<file path="src/rtl/wbc_pkg.sv">
package wbc_pkg;
  localparam int unsigned REG_W   = 5;
  localparam int unsigned IMM_W   = 12;
  localparam int unsigned SHA_W   = 5;
  localparam int unsigned SHT_W   = 2;
  localparam int unsigned SEQ_MAX = 3;
  localparam int unsigned STEP_W  = $clog2(SEQ_MAX);

  typedef enum logic [2:0] {
    K_LOAD = 3'd0, K_STORE = 3'd1, K_LOAD2 = 3'd2,
    K_STORE2 = 3'd3, K_RETEXC = 3'd4, K_SAVEST = 3'd5
  } mkind_e;

  typedef enum logic [2:0] {
    U_MEM = 3'd0, U_ADDI = 3'd1, U_SUBI = 3'd2,
    U_ADDR = 3'd3, U_SUBR = 3'd4, U_MOV = 3'd5
  } uop_e;

  typedef enum logic [1:0] {SH_ONE, SH_TWO, SH_COPY, SH_PC} shape_e;

  typedef struct packed {
    mkind_e             kind;
    logic               wb;
    logic               regofs;
    logic               add;
    logic [REG_W-1:0]   dst0;
    logic [REG_W-1:0]   dst1;
    logic [REG_W-1:0]   base;
    logic [REG_W-1:0]   idx;
    logic [SHA_W-1:0]   shamt;
    logic [SHT_W-1:0]   shtype;
    logic [IMM_W-1:0]   imm;
  } macro_t;

  typedef struct packed {
    uop_e               op;
    mkind_e             kind;
    logic [REG_W-1:0]   rd;
    logic [REG_W-1:0]   rd2;
    logic [REG_W-1:0]   rn;
    logic [REG_W-1:0]   rm;
    logic [SHA_W-1:0]   shamt;
    logic [SHT_W-1:0]   shtype;
    logic [IMM_W-1:0]   imm;
    logic               last;
  } uop_t;

  // Base-update opcode from offset mode and direction.
  function automatic uop_e update_op(input mkind_e kind, input logic regofs,
                                     input logic add);
    if (kind == K_RETEXC || kind == K_SAVEST) return U_ADDI;
    if (regofs) return add ? U_ADDR : U_SUBR;
    return add ? U_ADDI : U_SUBI;
  endfunction

  // Sequence shape; the PC check is tested before the index conflict.
  function automatic shape_e choose_shape(input macro_t m,
                                          input logic [REG_W-1:0] pc_r);
    logic ld1, ld2, hit;
    ld1 = (m.kind == K_LOAD);
    ld2 = (m.kind == K_LOAD2);
    hit = m.regofs && ((m.dst0 == m.idx) || (ld2 && (m.dst1 == m.idx)));
    if (!m.wb) return SH_ONE;
    if (ld1 && (m.dst0 == pc_r)) return SH_PC;
    if ((ld1 || ld2) && hit) return SH_COPY;
    return SH_TWO;
  endfunction
endpackage

</file>
<file path="src/rtl/wbc_planner.sv">
module wbc_planner
  import wbc_pkg::*;
#(
  parameter int unsigned PC_IDX  = 15,
  parameter int unsigned TMP_IDX = 16
) (
  input  macro_t mac,
  output uop_t   plan [SEQ_MAX]
);
  localparam logic [REG_W-1:0] PC_R  = PC_IDX[REG_W-1:0];
  localparam logic [REG_W-1:0] TMP_R = TMP_IDX[REG_W-1:0];

  shape_e shape;
  uop_t   acc_u, upd_u, mov_in_u, mov_pc_u;

  function automatic uop_t make_mov(input mkind_e k, input logic [REG_W-1:0] dst,
                                    input logic [REG_W-1:0] src);
    uop_t u;
    u      = '0;
    u.op   = U_MOV;
    u.kind = k;
    u.rd   = dst;
    u.rn   = src;
    return u;
  endfunction

  always_comb begin
    shape = choose_shape(mac, PC_R);

    acc_u        = '0;
    acc_u.op     = U_MEM;
    acc_u.kind   = mac.kind;
    acc_u.rd     = mac.dst0;
    acc_u.rd2    = mac.dst1;
    acc_u.rn     = mac.base;
    acc_u.rm     = mac.idx;
    acc_u.shamt  = mac.shamt;
    acc_u.shtype = mac.shtype;
    acc_u.imm    = mac.imm;

    upd_u        = '0;
    upd_u.op     = update_op(mac.kind, mac.regofs, mac.add);
    upd_u.kind   = mac.kind;
    upd_u.rd     = mac.base;
    upd_u.rn     = mac.base;
    upd_u.rm     = mac.idx;
    upd_u.shamt  = mac.shamt;
    upd_u.shtype = mac.shtype;
    upd_u.imm    = mac.imm;

    mov_in_u = make_mov(mac.kind, TMP_R, mac.idx);
    mov_pc_u = make_mov(mac.kind, PC_R, TMP_R);

    for (int i = 0; i < SEQ_MAX; i++) plan[i] = '0;

    unique case (shape)
      SH_ONE: begin
        plan[0]      = acc_u;
        plan[0].last = 1'b1;
      end
      SH_TWO: begin
        plan[0]      = acc_u;
        plan[1]      = upd_u;
        plan[1].last = 1'b1;
      end
      SH_COPY: begin
        plan[0]      = mov_in_u;
        plan[1]      = acc_u;
        plan[2]      = upd_u;
        plan[2].rm   = TMP_R;
        plan[2].last = 1'b1;
      end
      default: begin
        plan[0]      = acc_u;
        plan[0].rd   = TMP_R;
        plan[1]      = upd_u;
        plan[2]      = mov_pc_u;
        plan[2].last = 1'b1;
      end
    endcase
  end
endmodule

</file>
<file path="src/rtl/wbc_sequencer.sv">
module wbc_sequencer
  import wbc_pkg::*;
(
  input  logic clk,
  input  logic rst_n,
  input  logic take,
  input  uop_t plan [SEQ_MAX],
  input  logic out_ready,
  output logic busy,
  output uop_t cur,
  output logic fire_last
);
  uop_t              slots [SEQ_MAX];
  logic [STEP_W-1:0] step;
  logic              hs;

  assign cur       = slots[step];
  assign hs        = busy && out_ready;
  assign fire_last = hs && cur.last;

  always_ff @(posedge clk) begin
    if (!rst_n) begin
      busy <= 1'b0;
      step <= '0;
      for (int i = 0; i < SEQ_MAX; i++) slots[i] <= '0;
    end else if (!busy) begin
      if (take) begin
        busy  <= 1'b1;
        step  <= '0;
        slots <= plan;
      end
    end else if (fire_last) begin
      busy <= 1'b0;
      step <= '0;
    end else if (hs) begin
      step <= step + 1'b1;
    end
  end

  // a stalled micro-op stays put until accepted
  a_r10_hold_stalled: assert property (@(posedge clk) disable iff (!rst_n)
    (busy && !out_ready) |=> (busy && $stable(cur)));

  // accepting a non-final step keeps the sequence going
  a_r9_not_last_continues: assert property (@(posedge clk) disable iff (!rst_n)
    (hs && !cur.last) |=> busy);
endmodule

</file>
<file path="src/rtl/wb_uop_cracker.sv">
module wb_uop_cracker
  import wbc_pkg::*;
#(
  parameter int unsigned PC_IDX  = 15,
  parameter int unsigned TMP_IDX = 16
) (
  input  logic             clk,
  input  logic             rst_n,
  input  logic             in_valid,
  output logic             in_ready,
  input  logic [2:0]       in_kind,
  input  logic             in_wb,
  input  logic             in_regofs,
  input  logic             in_add,
  input  logic [4:0]       in_dst0,
  input  logic [4:0]       in_dst1,
  input  logic [4:0]       in_base,
  input  logic [4:0]       in_idx,
  input  logic [4:0]       in_shamt,
  input  logic [1:0]       in_shtype,
  input  logic [11:0]      in_imm,
  output logic             out_valid,
  input  logic             out_ready,
  output logic [2:0]       out_op,
  output logic [2:0]       out_kind,
  output logic [4:0]       out_rd,
  output logic [4:0]       out_rd2,
  output logic [4:0]       out_rn,
  output logic [4:0]       out_rm,
  output logic [4:0]       out_shamt,
  output logic [1:0]       out_shtype,
  output logic [11:0]      out_imm,
  output logic             out_last,
  output logic             out_cond_adv
);
  localparam logic [REG_W-1:0] PC_R  = PC_IDX[REG_W-1:0];
  localparam logic [REG_W-1:0] TMP_R = TMP_IDX[REG_W-1:0];

  macro_t mac;
  uop_t   plan [SEQ_MAX];
  uop_t   cur;
  logic   busy, take, fire_last;

  always_comb begin
    mac.kind   = mkind_e'(in_kind);
    mac.wb     = in_wb;
    mac.regofs = in_regofs;
    mac.add    = in_add;
    mac.dst0   = in_dst0;
    mac.dst1   = in_dst1;
    mac.base   = in_base;
    mac.idx    = in_idx;
    mac.shamt  = in_shamt;
    mac.shtype = in_shtype;
    mac.imm    = in_imm;
  end

  assign in_ready = !busy;
  assign take     = in_valid && in_ready;

  wbc_planner #(.PC_IDX(PC_IDX), .TMP_IDX(TMP_IDX)) planner_i (
    .mac  (mac),
    .plan (plan)
  );

  wbc_sequencer seq_i (
    .clk       (clk),
    .rst_n     (rst_n),
    .take      (take),
    .plan      (plan),
    .out_ready (out_ready),
    .busy      (busy),
    .cur       (cur),
    .fire_last (fire_last)
  );

  assign out_valid    = busy;
  assign out_op       = cur.op;
  assign out_kind     = cur.kind;
  assign out_rd       = cur.rd;
  assign out_rd2      = cur.rd2;
  assign out_rn       = cur.rn;
  assign out_rm       = cur.rm;
  assign out_shamt    = cur.shamt;
  assign out_shtype   = cur.shtype;
  assign out_imm      = cur.imm;
  assign out_last     = cur.last;
  assign out_cond_adv = fire_last;

  // a micro-op writing the PC from a single load closes its sequence
  a_r5_pc_write_last: assert property (@(posedge clk) disable iff (!rst_n)
    (out_valid && out_rd == PC_R &&
     (cur.op == U_MOV || (cur.op == U_MEM && cur.kind == K_LOAD))) |-> out_last);

  // a sequence opens with the access or the temporary copy of the index
  a_r4_first_step: assert property (@(posedge clk) disable iff (!rst_n)
    $rose(out_valid) |-> (cur.op == U_MEM || (cur.op == U_MOV && out_rd == TMP_R)));

  // the input is released in the cycle after the final acceptance
  a_r10_release: assert property (@(posedge clk) disable iff (!rst_n)
    (out_valid && out_ready && out_last) |=> in_ready);
endmodule

</file>
<file path="config.mk">
export PLATFORM = sky130hd
export DESIGN_NAME = wb_uop_cracker
export DESIGN_NICKNAME = d
export VERILOG_FILES = /design/src/rtl/wbc_pkg.sv /design/src/rtl/wbc_planner.sv /design/src/rtl/wbc_sequencer.sv /design/src/rtl/wb_uop_cracker.sv
export SDC_FILE = /design/constraint.sdc
export NUM_CORES = 1
export LEC_CHECK = 0
export BUFFER_PORTS_ARGS = -buffer_cell sky130_fd_sc_hd__buf_2
export CAP_MARGIN = 20
export CORE_UTILIZATION = 55
export CTS_BUF_LIST = sky130_fd_sc_hd__clkbuf_8
export DETAILED_ROUTE_END_ITERATION = 10
export PLACE_DENSITY = 0.89
export SLEW_MARGIN = 20
export SYNTH_ARGS = -nofsm -noshare
export SYNTH_HDL_FRONTEND = slang
export SYNTH_HIERARCHICAL = 1
export SYNTH_SLANG_ARGS = --single-unit
</file>
<file path="constraint.sdc">
create_clock -name clk -period 1.83 [get_ports clk]
set_input_delay 0.183 -clock clk [delete_from_list [all_inputs] [get_ports clk]]
set_output_delay 0.183 -clock clk [all_outputs]
set_load 0.01 [all_outputs]
</file>
Word-level counts from Yosys, hierarchy flattened --
Index checks and enable logic that the tools add are counted. Widths: inputs -> output; s select.
Operators by class: order comparisons 1, reductions and logical operators 17, bitwise gates (word level) 2, muxes and demuxes 33, $add $sub $neg 1, equality and inequality tests 9
Operator list (number):
- $pmux 46 s3 | 2
- $bmux 46 s2 | 1
- $mux 46 | 2
- $pmux 46 s2 | 1
- $mux 2 | 11
- $mux 3 | 5
- $mux 1 | 11
- $eq 5x5->1 | 2
- $logic_and 1x1->1 | 7
- $eq 3x3->1 const B | 2
- $eq 5x4->1 const B | 1
- $reduce_and 2->1 | 2
- $eq 3x2->1 const B | 1
- $ge 3x3->1 const B | 1
- $logic_not 3->1 | 1
- $logic_or 1x1->1 | 3
- $ne 3x3->1 const B | 1
- $not 2->3 | 1
- $add 2x1->2 const B | 1
- $eq 2x1->1 const B | 1
- $eq 2x2->1 const B | 1
- $logic_not 2->1 | 1
- $reduce_bool 2->1 | 1
- $reduce_or 2->1 | 1
- other kinds (2) | 2
Word-level totals: output and inout port bits 49, input port bits 49, word-level logic and storage cells 95, bits in registers 141

Logic depth before layout (Yosys ltp) --
depth after elaboration 14, mapped depth 8, gate-level depth less buffers 7

Hierarchy --
Netlist, hierarchy kept.
By module, submodules not included:
- wbc_sequencer | cells each 772, sequential area each 2822.7 µm², times used 1, area each 6259.8 µm²
- wbc_planner | cells each 197, sequential area each 0.0 µm², times used 1, area each 1262.5 µm²
- wb_uop_cracker | cells each 2, sequential area each 0.0 µm², times used 1, area each 10.0 µm²

Worst setup path after synthesis --
Ideal clock, no wire load.
path kind input-to-reg, start input in_dst0[3], end register seq_i/slots[117] in the netlist's numbering, stages on the path 8, arrival time 1595 ps, setup slack 113 ps, setup time 122 ps, data required time 1708 ps, path through nand4_1 > or4b_1 > buf_6 > o211a_4 > buf_6 > mux2_4 > nand2_1 > a21boi_0
RTL lines:
- start: declaration | line wb_uop_cracker.sv:15 | input logic [4:0] in_dst0,
- end signal: assignment | line wbc_sequencer.sv:30 | slots <= plan;
- end: declaration | line wbc_sequencer.sv:13 | uop_t slots [SEQ_MAX];

Final worst setup path --
start register seq_i.step[1], end output out_rd[2]
Between the ends: cells in the longest elaborated chain, start to end 4
Ends and longest elaborated chain:
- start: declaration | line wbc_sequencer.sv:14 | logic [STEP_W-1:0] step;
- start signal: assignment | line wbc_sequencer.sv:36 | step <= step + 1'b1;
- $not 2->3 (not written as such) | line wbc_sequencer.sv:17 | assign cur = slots[step];
- $bmux 46 s2 | line wbc_sequencer.sv:17
- $mux 46 (not written as such) (2 in a row) | line wbc_sequencer.sv:17
- end: declaration | line wb_uop_cracker.sv:26 | output logic [4:0] out_rd,
Every way passes these cells. The select of a mux whose other input is x is not followed.

==> results.md <==
* Htree depth at 4
* Combinational power share at 14.3%
* CP Launch Type: flip-flop
* Ys async rst share at 0%
* Slowest cell on crit path: dfxtp_4
* Hold_ws at 0.02957 ns
* HPWL after detailed placement at 11.73 mm
* Met3 wire length at 856 µm
* Largest family of logic cells by synthesized area: simple AND/OR/NAND/NOR gates
* Met2 WL at 8.989 mm
* Yosys top cell by area: dfxtp_1
* Predominant post-synthesis flop cell: dfxtp_1
* Row count at 42
* Seq cells post-synth at 141
* Root Driver: clkbuf_8
* Most common cell in the netlist: nand2_1
* Simple-gate area share of the yosys netlist at 26.40%
* Total Wirelength at 18.27 mm
* Cell Int Power at 5209 µW
* Syn Area/Cell at 7.757 µm²
* Placed Area at 8153 µm²
* Synth area leaders: dfxtp_1, nand2_1, a21boi_1, mux2i_1, and2_1
* Length of the first detailed-routing pass in iterations at 6
* PwrDens at 797.6 nW/µm²
* Sw Pwr at 1797 µW
* All-Layer GR Usage at 26.51%
* GPL Wtd Cong at 0.8791
* Post-DRT Antenna Nets at 0
* Crit path launch: seq_i/step[1]
* Reg-to-reg startpoint: seq_i/busy
* Status: finished, violations left
* Max-Cap Viols at 0
* Post-route minimum period at 1.870 ns
* First-pass GRT wire length at 30.26 mm
* CP Class: reg2out
* Worst EP arrival at 1.69 ns
* Synth-to-layout area growth at 16.63%
* Clock power frac at 39.3%
* Top routing layer used: met4
* Tot Pwr at 7006 µW
* Crit share post-route at 102.2%
* Reg power frac at 46.5%
* CTS tree: built
* Clock Skew at 0.005122 ns
* Min-delay src: in_kind[1]
* Ys Warns at 6
* Worst hold path type: in2reg
* Worst path cell trace: nor2b_4 > buf_12 > nand2_1 > o21ai_0 > buf_2
* CP required at 1.65 ns
* Leak Pwr at 0.003458 µW
* Number of CTS-inserted buffers at 17
* Crit. End Element: output pin
* Drt drc at 0
* DRT met1 WL at 8.087 mm
* Initial antenna violation count at 0
* Post-Syn Instances at 971
* Switch share at 25.65%
* Register area share after synthesis at 37.48%
* FMAX at 0.5349 GHz
* Die W at 119.0 µm
* Share of cells above drive strength 1 at 18.56%
* Synth Area in Adders at 0.1661%
* Clk pin slew, worst setup/hold paths at 0.07 ns
* Post-synthesis mux area share at 7.641%
* Worst Slack Setup Final at -0.03956 ns
* Via Count at 6,680
* Largest net degree at the start of global routing at 96
* Worst-Skew Late Latency at 0.45 ns
* Final Hold Fails at 0
* CP Buf/Inv Count at 2
* Starting Density at 56.65%
* Core area at 13,300 µm²
* Failing checks: negative setup slack
* DRT iter0 DRCs at 692
* Post-synth EDFFs at 0
* Synth Area in Compound Gates at 18.84%
* Remaining Overflow, GRT at 0
* Die area at 14,170 µm²
* RSZ-0062 raised after global routing: yes
* Filler cells at 1,049
* CP max FO at 15
* Count of final setup violators at 2
* Clk sinks at 141
* Pre-CTS setup slack at -0.08769 ns
* Share of the synthesized area in the top cell type at 37.48%
* Boundary Pins at 98
* Post-Syn Area at 7532 µm²
* Port buffer count at 97
* Post-synth top cells: nand2_1, dfxtp_1, a21boi_1, and2_1, mux2i_1
* CTS Buffer Depth at 2
* Area share of xor/xnor cells in the synthesized design at 1.163%
* # diodes at 0
* Largest stage delay on the critical path at 0.40 ns
* Post-route design area at 8785 µm²
* Final nets at 1,106
* Die Height at 119.0 µm
* Routed vias/inst at 5.374
* Max rail drop VDD at 470.1 µV
* Vias in the first global route at 6,411
* Final slew viol count at 0
* Family with the most delay on the worst path: flip-flops
* Wirelength per Cell at 14.70 µm
* Distinct cells, synth at 39
[through the flow]
stage                     instances  util (%)  setup TNS, ns
after floorplan                 982         -              0
after global placement         1207     61.32        -0.2074
after detailed placement       1207     61.32         -1.359
after CTS                      1242     65.55        -0.4044
after global routing           1243     66.07         -1.695
final                          1243     66.07       -0.07244
[layout make-up]
class                   count  area, µm²  area share (%)
well taps                 176      220.2           2.507
multi-input cells         738       4194           47.74
clock inverters             9      142.6           1.624
clock buffers              21      289.0           3.290
flip-flops and latches    141       2830           32.22
repair buffers            149       1075           12.23
inverters                   9      33.78          0.3846
[flip-flops by register name, summed over array words and instances (netlist names)]
name         count
seq_i/busy       1
seq_i/slots    138
seq_i/step       2
[worst reg2reg max path, delay by kind of cell (launching register included)]
kind,cells,cell delay (ns)
and+or+nand+nor,3,0.71
DFF,1,0.38
AOI/OAI and AO/OA,1,0.17
buffers and inverters,1,0.29
[power groups by stage]
stage	clock network [µW]	logic (µW)	registers (µW)
6_report	2750	999	3250
4_1_cts	2780	976	3250
2_1_floorplan	0	695	3300
3_3_place_gp	0	928	3310
5_1_grt	2920	1090	3270
3_5_place_dp	0	945	3320
[repair_timing]
item / CTS / global route
cloned: 2 / 0
pin swaps: 0 / 1
hold endpoints to repair: 1 / 0
endpoints found under the setup margin: 34 / 38
gates resized for setup: 13 / 36
buffers inserted: 2 / 1
hold buffers: 1 / 0
[cells in the final DEF (no fill, tap or decap), types with 3 or more instances in the layout]
cell type	netlist	routed
a21boi_0	39	39
a21boi_1	99	99
a21oi_1	8	8
and2_1	57	57
buf_12	0	10
buf_2	27	97
buf_4	24	35
buf_8	0	3
bufinv_16	0	4
clkbuf_8	0	21
clkinv_2	0	3
conb_1	1	12
dfxtp_1	141	139
inv_1	8	10
mux2_4	5	5
mux2i_1	50	45
mux2i_2	0	4
nand2_1	336	336
nor2_1	8	8
nor2b_1	33	32
nor4_1	3	3
o21ai_0	45	20
o21ai_1	0	21
o21ai_2	0	4
o22ai_1	10	9
xnor2_1	7	7
xor2_1	3	3
[cells by family after synthesis]
logic type	after synthesis
and+or+nand+nor	453
AOI/OAI and AO/OA	207
DFF	141
buffers and inverters	103
muxes	55
xor gates and xnor gates	10
adders and majority gates	1
other	1
[path summary, 6_finish.rpt]
kind | end | slack [ns] | cells past startpoint
worst max register to register | seq_i/slots[135] | 0.21 | 5
worst min-delay path | seq_i/slots[133] | 0.03 | 3
worst max-delay path | out_rd[2] | -0.04 | 5
worst min register to register | seq_i/slots[4] | 0.45 | 2
[layer usage]
layer / GRT usage, % / up-vias
met3: 4.885 / 36
li1: - / 3291
met5: 0 / -
met4: 10.52 / 0
met1: 32.92 / 3137
met2: 45.17 / 216
(Power assumes the default switching activity.)
